`src/rtl/dds_seq_pkg.sv`:
```
package dds_seq_pkg;
  localparam int WORD_W   = 16;
  localparam int TUNE_W   = 28;
  localparam int HALF_W   = TUNE_W / 2;
  localparam int PH_W     = 12;
  localparam int N_WORDS  = 5;
  localparam int IDX_W    = $clog2(N_WORDS);
  localparam int BIT_W    = $clog2(WORD_W);

  localparam logic [WORD_W-1:0] CTL_DUAL_RST = 16'h2100;
  localparam logic [WORD_W-1:0] CTL_DUAL_RUN = 16'h2000;
  localparam logic [WORD_W-1:0] CTL_RUN      = 16'h0000;
  localparam logic [1:0]        PFX_FREQ0    = 2'b01;
  localparam logic [1:0]        PFX_PHASE0   = 2'b11;

  typedef enum logic [2:0] {
    ST_IDLE, ST_LEAD, ST_SHIFT, ST_TRAIL, ST_GAP
  } seq_state_e;

  function automatic logic [WORD_W-1:0] cmd_word(
    input logic [IDX_W-1:0]  idx,
    input logic [TUNE_W-1:0] tune,
    input logic [PH_W-1:0]   ph,
    input logic              keep
  );
    logic [WORD_W-1:0] w;
    case (idx)
      IDX_W'(0): w = CTL_DUAL_RST;
      IDX_W'(1): w = {PFX_FREQ0, tune[HALF_W-1:0]};
      IDX_W'(2): w = {PFX_FREQ0, tune[TUNE_W-1:HALF_W]};
      IDX_W'(3): w = {PFX_PHASE0, 2'b00, ph};
      IDX_W'(4): w = keep ? CTL_DUAL_RUN : CTL_RUN;
      default:   w = CTL_RUN;
    endcase
    return w;
  endfunction
endpackage

```
`src/rtl/dds_half_tick.sv`:
```
module dds_half_tick #(
  parameter int DIV_W = 8
) (
  input  logic             clk,
  input  logic             rst_n,
  input  logic             run,
  input  logic [DIV_W-1:0] half_div,
  output logic             tick
);
  logic [DIV_W-1:0] cnt_q, cnt_d;
  logic             cnt_en;

  assign tick = run && (({1'b0, cnt_q} + (DIV_W+1)'(1)) >= {1'b0, half_div});

  always_comb begin
    cnt_en = 1'b1;
    if (!run || tick) cnt_d = '0;
    else              cnt_d = cnt_q + DIV_W'(1);
  end

  always_ff @(posedge clk or negedge rst_n) begin
    if (!rst_n)      cnt_q <= '0;
    else if (cnt_en) cnt_q <= cnt_d;
  end
endmodule

```
`src/rtl/dds_word_sel.sv`:
```
module dds_word_sel
  import dds_seq_pkg::*;
(
  input  logic [IDX_W-1:0]  idx,
  input  logic [TUNE_W-1:0] tune,
  input  logic [PH_W-1:0]   ph,
  input  logic              keep,
  output logic [WORD_W-1:0] word
);
  assign word = cmd_word(idx, tune, ph, keep);
endmodule

```
`src/rtl/dds_link_fsm.sv`:
```
module dds_link_fsm
  import dds_seq_pkg::*;
#(
  parameter int DIV_W = 8,
  parameter int GAP_W = 4
) (
  input  logic              clk,
  input  logic              rst_n,
  input  logic              start,
  input  logic              tick,
  input  logic [WORD_W-1:0] word,
  input  logic [TUNE_W-1:0] freq_word,
  input  logic [PH_W-1:0]   phase_word,
  input  logic              keep_dual,
  input  logic              stream_mode,
  input  logic [DIV_W-1:0]  half_div,
  input  logic [GAP_W-1:0]  gap_periods,
  output logic [IDX_W-1:0]  sel_idx,
  output logic [TUNE_W-1:0] tune_q,
  output logic [PH_W-1:0]   ph_q,
  output logic              keep_q,
  output logic [DIV_W-1:0]  half_q,
  output logic              frame_n,
  output logic              ser_clk,
  output logic              ser_dat,
  output logic              busy,
  output logic              done
);
  localparam logic [IDX_W-1:0] LAST_IDX = IDX_W'(N_WORDS - 1);
  localparam logic [BIT_W-1:0] LAST_BIT = BIT_W'(WORD_W - 1);

  seq_state_e        st_q, st_d;
  logic [WORD_W-1:0] sh_q, sh_d;
  logic [BIT_W-1:0]  bit_q, bit_d;
  logic [IDX_W-1:0]  idx_q, idx_d;
  logic [GAP_W:0]    gcnt_q, gcnt_d;
  logic              fr_q, fr_d, sck_q, sck_d, busy_q, busy_d, done_d, done_q;
  logic              stream_q;
  logic [GAP_W-1:0]  gap_q;
  logic              accept, last_word;

  assign accept    = (st_q == ST_IDLE) && start;
  assign last_word = (idx_q == LAST_IDX);
  assign sel_idx   = (st_q == ST_IDLE) ? '0 : idx_q + IDX_W'(1);

  always_comb begin
    st_d   = st_q;   sh_d   = sh_q;   bit_d  = bit_q;  idx_d = idx_q;
    gcnt_d = gcnt_q; fr_d   = fr_q;   sck_d  = sck_q;  busy_d = busy_q;
    done_d = 1'b0;
    case (st_q)
      ST_IDLE: if (start) begin
        st_d = ST_LEAD; fr_d = 1'b0; busy_d = 1'b1;
        sh_d = word; idx_d = '0; bit_d = '0;
      end
      ST_LEAD: if (tick) begin
        sck_d = 1'b0; st_d = ST_SHIFT;
      end
      ST_SHIFT: if (tick) begin
        if (sck_q) sck_d = 1'b0;
        else begin
          sck_d = 1'b1;
          if (bit_q == LAST_BIT) begin
            if (last_word || !stream_q) st_d = ST_TRAIL;
            else begin
              sh_d = word; bit_d = '0; idx_d = idx_q + IDX_W'(1);
            end
          end else begin
            sh_d  = {sh_q[WORD_W-2:0], 1'b0};
            bit_d = bit_q + BIT_W'(1);
          end
        end
      end
      ST_TRAIL: if (tick) begin
        fr_d = 1'b1;
        if (last_word) begin
          st_d = ST_IDLE; busy_d = 1'b0; done_d = 1'b1;
        end else begin
          st_d = ST_GAP; gcnt_d = '0;
        end
      end
      ST_GAP: if (tick) begin
        if (gcnt_q == {gap_q, 1'b1}) begin
          st_d = ST_LEAD; fr_d = 1'b0; sh_d = word;
          idx_d = idx_q + IDX_W'(1); bit_d = '0;
        end else gcnt_d = gcnt_q + (GAP_W+1)'(1);
      end
      default: st_d = ST_IDLE;
    endcase
  end

  always_ff @(posedge clk or negedge rst_n) begin
    if (!rst_n) begin
      st_q <= ST_IDLE; sh_q <= '0; bit_q <= '0; idx_q <= '0; gcnt_q <= '0;
      fr_q <= 1'b1; sck_q <= 1'b1; busy_q <= 1'b0; done_q <= 1'b0;
    end else begin
      st_q <= st_d; sh_q <= sh_d; bit_q <= bit_d; idx_q <= idx_d; gcnt_q <= gcnt_d;
      fr_q <= fr_d; sck_q <= sck_d; busy_q <= busy_d; done_q <= done_d;
    end
  end

  always_ff @(posedge clk or negedge rst_n) begin
    if (!rst_n) begin
      tune_q <= '0; ph_q <= '0; keep_q <= 1'b0; stream_q <= 1'b0;
      half_q <= '0; gap_q <= '0;
    end else if (accept) begin
      tune_q <= freq_word; ph_q <= phase_word; keep_q <= keep_dual;
      stream_q <= stream_mode; half_q <= half_div; gap_q <= gap_periods;
    end
  end

  assign frame_n = fr_q;
  assign ser_clk = sck_q;
  assign ser_dat = sh_q[WORD_W-1];
  assign busy    = busy_q;
  assign done    = done_q;
endmodule

```
`src/rtl/dds_cfg_seq.sv`:
```
module dds_cfg_seq
  import dds_seq_pkg::*;
#(
  parameter int DIV_W = 8,
  parameter int GAP_W = 4
) (
  input  logic              clk,
  input  logic              rst_n,
  input  logic              start,
  input  logic [TUNE_W-1:0] freq_word,
  input  logic [PH_W-1:0]   phase_word,
  input  logic              keep_dual,
  input  logic              stream_mode,
  input  logic [DIV_W-1:0]  half_div,
  input  logic [GAP_W-1:0]  gap_periods,
  output logic              frame_n,
  output logic              ser_clk,
  output logic              ser_dat,
  output logic              busy,
  output logic              done
);
  logic              tick;
  logic [WORD_W-1:0] word;
  logic [IDX_W-1:0]  sel_idx;
  logic [TUNE_W-1:0] tune_q;
  logic [PH_W-1:0]   ph_q;
  logic              keep_q;
  logic [DIV_W-1:0]  half_q;

  dds_half_tick #(.DIV_W(DIV_W)) u_tick (
    .clk(clk), .rst_n(rst_n), .run(busy), .half_div(half_q), .tick(tick)
  );

  dds_word_sel u_sel (
    .idx(sel_idx), .tune(tune_q), .ph(ph_q), .keep(keep_q), .word(word)
  );

  dds_link_fsm #(.DIV_W(DIV_W), .GAP_W(GAP_W)) u_fsm (
    .clk(clk), .rst_n(rst_n), .start(start), .tick(tick), .word(word),
    .freq_word(freq_word), .phase_word(phase_word), .keep_dual(keep_dual),
    .stream_mode(stream_mode), .half_div(half_div), .gap_periods(gap_periods),
    .sel_idx(sel_idx), .tune_q(tune_q), .ph_q(ph_q), .keep_q(keep_q),
    .half_q(half_q), .frame_n(frame_n), .ser_clk(ser_clk), .ser_dat(ser_dat),
    .busy(busy), .done(done)
  );
endmodule

```
`config.mk`:
```
export PLATFORM = sky130hd
export DESIGN_NAME = dds_cfg_seq
export DESIGN_NICKNAME = d
export VERILOG_FILES = /design/src/rtl/dds_seq_pkg.sv /design/src/rtl/dds_half_tick.sv /design/src/rtl/dds_word_sel.sv /design/src/rtl/dds_link_fsm.sv /design/src/rtl/dds_cfg_seq.sv
export SDC_FILE = /design/constraint.sdc
export NUM_CORES = 1
export LEC_CHECK = 0
export BUFFER_PORTS_ARGS = -buffer_cell sky130_fd_sc_hd__buf_4
export CORE_ASPECT_RATIO = 1.75
export CORE_MARGIN = 2
export CORE_UTILIZATION = 62
export CTS_CLUSTER_SIZE = 12
export DETAILED_ROUTE_END_ITERATION = 10
export HOLD_SLACK_MARGIN = 0.02
export PLACE_DENSITY_LB_ADDON = 0.12
export SLEW_MARGIN = 20
export SYNTH_ARGS = -nofsm -noshare
export SYNTH_HDL_FRONTEND = slang
export SYNTH_HIERARCHICAL = 1
export SYNTH_SLANG_ARGS = --single-unit
```
`constraint.sdc`:
```
create_clock -name clk -period 6.6 [get_ports clk]
set_clock_uncertainty 0.05 [all_clocks]
set_input_delay 1.98 -clock clk [delete_from_list [all_inputs] [get_ports clk]]
set_output_delay 1.98 -clock clk [all_outputs]
set_load 0.05 [all_outputs]
```
==> reports/qor.yml, run 1 <==
status: "completed"
drv_slew: 0
start_util: 0.6432
worstSkewPairLatency_ns: 0.34
via_per_inst: 5.880
dieWidth_um: 71.21
finish.utilization: 0.7420
fmaxAchievable_mhz: 256.0
synth_top_area_frac: 0.4851
post-route-drc-count: 0
netlist_area_um2: 4901
drive_above_1_share: 0.3172
yosysMostFrequentCell: "dfrtp_1"
hold_viol_final: 0
grt_util_met2: 0.4236
grt.busiest_layer: "met2"
maxSlewHeadroom: 0.3433
p_leak_nw: 2.653
place_area_um2: 5354
wirelength_mm: 9.545
nets: 560
cts_buffers: 9
power_mw: 2.451
clockBufferDepth: 2
area_growth_pct: 15.37
clock-root-buffer: "clkbuf_16"
final_cells: 583
hold_ws_ns: 0.4147
min_period_over_period: 0.5918
crit_fanout: 22
arrival_ns: 4.08
row_count: 42
synth_ff_type: "dfrtp_1"
holdBufCountCts: 0
critPathKind: "reg2reg"
ir_drop_uv: 248.7
io_buffers: 61
dp_hpwl_mm: 6.867
fin_ws_ns: 2.694
async_flop_share: 1.000
drtAntennaViolNets: 0
setup_viol: 0
placedCellCount: 566
synth_commonest_cells: "dfrtp_1 (95), mux2_2 (55), nand2_1 (40)"
core_region_area_um2: 7620
num_vias: 3428
ys_warn_count: 6
synth_area_leaders: "dfrtp_1 (49%), mux2_2 (13%), mux2i_1 (5.7%)"
grt_max_degree: 59
cp_data_required_time_ns: 6.77
syn_inst: 437
finalSetupTns_ns: 0
yosys.area.top_type: "dfrtp_1"
die_y_um: 121.6
clk_pin_slew_worst_paths_ns: 0.06
ctsResizeCount: 0
diodes: 0
cts_tree: "yes"
first_iter_violations: 180
grt_pass1_vias: 3345
grt.total_usage: 0.2371
synth-seq-area-share: 0.4958
tightestPinTransition_ns: 0.9826
synth-seq-cells: 97
met1_usage: 0.2683
antenna_found_initial: 0
endpoint_kind: "register"
ios: 62
hp-class: "reg2reg"
ys_types: 47
rsz0062_at_grt: "false"
detailedRoute.firstPassIterationCount: 4
grt_pass1_wl_mm: 15.83
dieArea_um2: 8660
place.gp.congestion: 0.8428
avgSynthCellArea_um2: 11.21
clock_sinks: 97
pre_cts_ws_ns: 2.317
grt_util_met3: 0.05955
design_area_um2: 5654
period_minus_slack_ns: 3.906
synth_edf_count: 0
cts_setup_buffers: 0
p_per_area_nw_per_um2: 433.6
htree_levels: 3
syn_nets: 507
start_kind: "register"
grt_overflow_total: 0
wl_per_cell_um: 16.37
maxCapViolations: 0
-- path summary, 6_finish.rpt --
check,cells after the start,from,slack [ns],end
worst max register to register,15,u_tick/cnt_q[0],2.69,u_fsm/bit_q[3]
worst min-delay path,2,u_fsm/frame_n,0.41,u_fsm/frame_n
min in group asynchronous,1,rst_n,1.56,u_fsm/gap_q[3]
max in group asynchronous,2,rst_n,3.85,u_tick/cnt_q[2]
worst max-delay path,15,u_tick/cnt_q[0],2.69,u_fsm/bit_q[3]
worst min register to register,2,u_fsm/frame_n,0.41,u_fsm/frame_n
-- cell families after synthesis --
group,share of synthesized area
adder cells (fa/ha/maj),0.03319
AO/OA/AOI/OAI,0.1085
buffers and inverters,0.04034
flip-flops,0.4958
multiplexers,0.1836
XOR/XNOR,0.01787
AND/OR/NAND/NOR,0.1208
-- layout make-up --
class | count | area (µm²)
Tap cell | 88 | 110.1
Multi-Input combinational cell | 304 | 2277
Clock buffer | 11 | 232.7
Timing Repair Buffer | 67 | 506.7
Clock inverter | 5 | 56.30
Fill cell | 552 | 1966
Sequential cell | 97 | 2430
Inverter | 11 | 41.29
-- sequential cells by signal, summed over array words and instances (netlist names) --
signal          count
u_fsm/keep_q        1
u_fsm/busy          1
u_fsm/idx_q         3
u_fsm/done          1
u_fsm/frame_n       1
u_fsm/bit_q         4
u_fsm/ph_q         12
u_fsm/ser_clk       1
u_fsm/tune_q       28
u_fsm/half_q        8
u_fsm/stream_q      1
u_fsm/sh_q         16
u_fsm/gap_q         4
u_fsm/gcnt_q        5
u_tick/cnt_q        8
u_fsm/st_q          3
-- critical path: stages, from the launching register on --
cell and delay (ns):
dfrtp_1 0.42, ha_1 0.25, nand3_1 0.11, nor2_1 0.07, xor2_1 0.15, ha_1 0.29
and3_2 0.18, nand3_1 0.08, o21ai_2 0.38, o21a_1 0.31, nor2b_1 0.15, o21ai_0 0.08
nand2_1 0.14, nand4_1 0.46, buf_6 0.35, a211o_1 0.29
-- power breakdown --
group / internal, mW / switching (mW) / total [mW]
sequential: 0.853 / 0.173 / 1.03
clock: 0.293 / 0.213 / 0.506
combinational: 0.460 / 0.458 / 0.918
total: 1.61 / 0.845 / 2.45
-- placed cells by master, fill, tap and decap left out, types with 2 or more instances in the layout --
master	n
xor2_1	7
nand2_1	40
nor2_1	18
o21ai_2	2
clkinv_2	2
o31ai_1	2
o21ai_0	35
a211oi_1	12
mux2i_1	28
nor2b_1	2
a21boi_0	2
ha_1	13
nand2b_1	5
nand3_2	2
inv_1	11
mux2_2	55
dfstp_2	2
nor3_1	5
a211o_1	2
nor3b_1	5
clkbuf_1	2
a21o_1	4
and2_1	3
nand3b_1	4
nand4_1	3
nand3_1	10
a21oi_1	19
nor3b_2	5
clkbuf_16	9
dfrtp_1	95
buf_4	66
xnor2_1	3
or2_2	2
-- routing by layer --
layer  up-vias  routed length, µm
met4         0                157
met3        14                412
met5         -                  0
li1       1664                  -
met2        86               5422
met1      1664               3552
Power figures use the tool's default switching activity.
==> run 2: changes to the inputs <==
- ABC_AREA: unset -> 1
- CORE_UTILIZATION: 62 -> 59
- clock period: 6.6 -> 3.7 ns (I/O delays scaled with it)
==> run 2 against run 1 <==
Compared with the run above:
- final cell count grew 27%
- worst setup slack worse by 2.4 ns
- critical endpoint is now u_fsm/idx_q[0]
- global-route usage grew 2.2 points
- largest cell class is now multi-input gates
- via count rose by 21%
- design area rose by 7.5%
- first-iteration DRC count grew 96%
- critical path depth rose by 6
- flip-flop and latch count did not move
- clock power grew 88%
- sequential power hardly changed
==> reports/qor.yml, run 2 <==
p_leak_nw: 3.290
synth_area_leaders: "dfrtp_1 (45%), mux2_4 (11%), nand2_1 (10%)"
largest_reg_flops: 28
grt_pass1_wl_mm: 19.49
arrival_ns: 3.58
final_cell_mix: "nand2_1 (145), dfrtp_1 (95), buf_4 (68), nand4_1 (53), nand3_1 (45)"
avgSynthCellArea_um2: 9.339
path_cells: "ha_1, nand2_1, nor2_2, xnor2_1, inv_1, ha_1, nand2_1, nor2_1, nand2_1, nand3_1, nand2_1, nand2_1, nand2_1, a21boi_1, inv_1, nand3_1, nand4_1, nor2_1, nand3_1, nand2_1, nand2_1"
num_vias: 4161
holdBufCountCts: 0
synth-seq-area-share: 0.4605
period_minus_slack_ns: 3.396
status: "completed"
area_growth_pct: 15.22
worstSkewPairLatency_ns: 0.34
synth_ff_type: "dfrtp_1"
reg2reg_setup_slack_ns: 0.30
syn_inst: 565
endpoint_kind: "register"
detailedRoute.firstPassIterationCount: 4
cp_data_required_time_ns: 3.88
grt.total_usage: 0.2592
hold_viol_final: 0
clock-root-buffer: "clkbuf_16"
critPathKind: "reg2reg"
synth_top_area_frac: 0.4506
ctsResizeCount: 0
drive_above_1_share: 0.2588
slowest_stage: "dfrtp_1"
async_flop_share: 1.000
htree_levels: 3
syn_nets: 635
rsz0062_at_grt: "false"
clockBufferDepth: 2
place.gp.congestion: 0.9442
finalSetupTns_ns: 0
cts_buffers: 9
row_count: 45
min_period_over_period: 0.9178
yosysMostFrequentCell: "nand2_1"
hp-class: "reg2reg"
grt_max_degree: 53
grt_pass1_vias: 4123
via_per_inst: 5.631
finish.utilization: 0.7012
dieWidth_um: 75.49
fmaxAchievable_mhz: 294.5
wl_per_cell_um: 15.39
nets: 687
pre_cts_ws_ns: 0.3927
ios: 62
netlist_area_um2: 5276
fin_ws_ns: 0.3041
dieArea_um2: 9745
crit_fanout: 6
die_y_um: 129.1
drtAntennaViolNets: 0
slowest_delay_ns: 0.42
grt_overflow_total: 0
yosys.area.top_type: "dfrtp_1"
drv_slew: 0
p_per_area_nw_per_um2: 343.0
first_iter_violations: 353
synth_commonest_cells: "nand2_1 (146), dfrtp_1 (95), nand4_1 (53)"
cts_tree: "yes"
cpMostUsedCell: "nand2_1"
cts_setup_buffers: 0
dp_hpwl_mm: 7.910
synth_edf_count: 0
clk_pin_slew_worst_paths_ns: 0.06
maxCapViolations: 0
ys_warn_count: 6
maxSlewHeadroom: 0.4561
num-fill-cells: 686
layout.cells.most_common: "nand2_1"
clock_sinks: 97
cp_top_family: "simple AND/OR/NAND/NOR gates"
start_kind: "register"
reg_top3: "u_fsm/tune_q: 28 flops, u_fsm/sh_q: 16 flops, u_fsm/ph_q: 12 flops"
ys_types: 28
io_buffers: 61
diodes: 0
post-route-drc-count: 0
largest-register: "u_fsm/tune_q"
path_buf_inv: 2
core_region_area_um2: 8671
wirelength_mm: 11.38
ir_drop_uv: 290.8
setup_viol: 0
antenna_found_initial: 0
synth-seq-cells: 97
start_util: 0.6085
tightestPinTransition_ns: 0.8129
run 2: cell types whose count changed after synthesis, sizes merged, moves of 6 or more:
| cell | change |
|---|---|
| nor2 | +32 |
| nand3 | +38 |
| nor3b | -9 |
| inv | +33 |
| o21ai | -28 |
| a211oi | -12 |
| nand2 | +106 |
| nand4 | +50 |
| a21oi | -12 |
| mux2i | -28 |
| nor3 | -6 |
run 2: final cells by class:
class	instances	area, µm²	area share
multi-input combinational	395	2479	0.4077
sequential	97	2430	0.3997
timing repair buffer	70	550.5	0.09055
clock buffer	14	274.0	0.04507
inverter	44	165.2	0.02717
tap	117	146.4	0.02408
clock inverter	2	35.03	0.005763
run 2: metal layers:
metal / GRT usage / vias to the layer above / routed length [µm]
li1: - / 1996 / -
met4: 0.08669 / 0 / 210
met5: 0 / - / 0
met1: 0.3465 / 2014 / 4812
met3: 0.04277 / 16 / 476
met2: 0.4240 / 135 / 5876
run 2: stage by stage:
stage	power [mW]	cells	hold slack, ns	instance area [µm²]
floorplan	1.082	565	0.3922	5276
global placement	1.152	723	0.4023	5771
detailed placement	1.154	723	0.4073	5771
CTS	2.109	739	0.4171	6080
global route	2.159	739	0.4378	6080
finish	2.085	739	0.4189	6080
run 2: kinds of logic after synthesis:
logic type,synth area share
AND/OR/NAND/NOR,0.2646
adder cells (fa/ha/maj),0.03083
flip-flops,0.4605
buffers and inverters,0.07019
multiplexers,0.1394
AO/OA/AOI/OAI,0.01945
XOR/XNOR,0.01494
run 2: where the power goes:
group	switching (mW)	internal, mW
Combinational	0.0311	0.0401
Clock	0.375	0.579
Sequential	0	1.06
Total	0.406	1.68
run 2: worst paths after layout:
check                                      from         endpoint  cells past startpoint
worst max-delay path            u_tick/cnt_q[0]   u_fsm/idx_q[0]                     21
worst min-delay path              u_fsm/frame_n    u_fsm/frame_n                      2
worst max register to register  u_tick/cnt_q[0]   u_fsm/idx_q[0]                     21
worst min register to register    u_fsm/frame_n    u_fsm/frame_n                      2
max in group asynchronous                 rst_n    u_fsm/ph_q[5]                      2
min in group asynchronous                 rst_n  u_fsm/gcnt_q[2]                      1
run 2: worst reg2reg max path: stages, from the launching register on:
cell	delay, ns
dfrtp_1	0.42
ha_1	0.23
nand2_1	0.10
nor2_2	0.06
xnor2_1	0.19
inv_1	0.07
ha_1	0.29
nand2_1	0.07
nor2_1	0.10
nand2_1	0.06
nand3_1	0.06
nand2_1	0.05
nand2_1	0.06
nand2_1	0.07
a21boi_1	0.31
inv_1	0.19
nand3_1	0.18
nand4_1	0.15
nor2_1	0.26
nand3_1	0.18
nand2_1	0.10
nand2_1	0.05
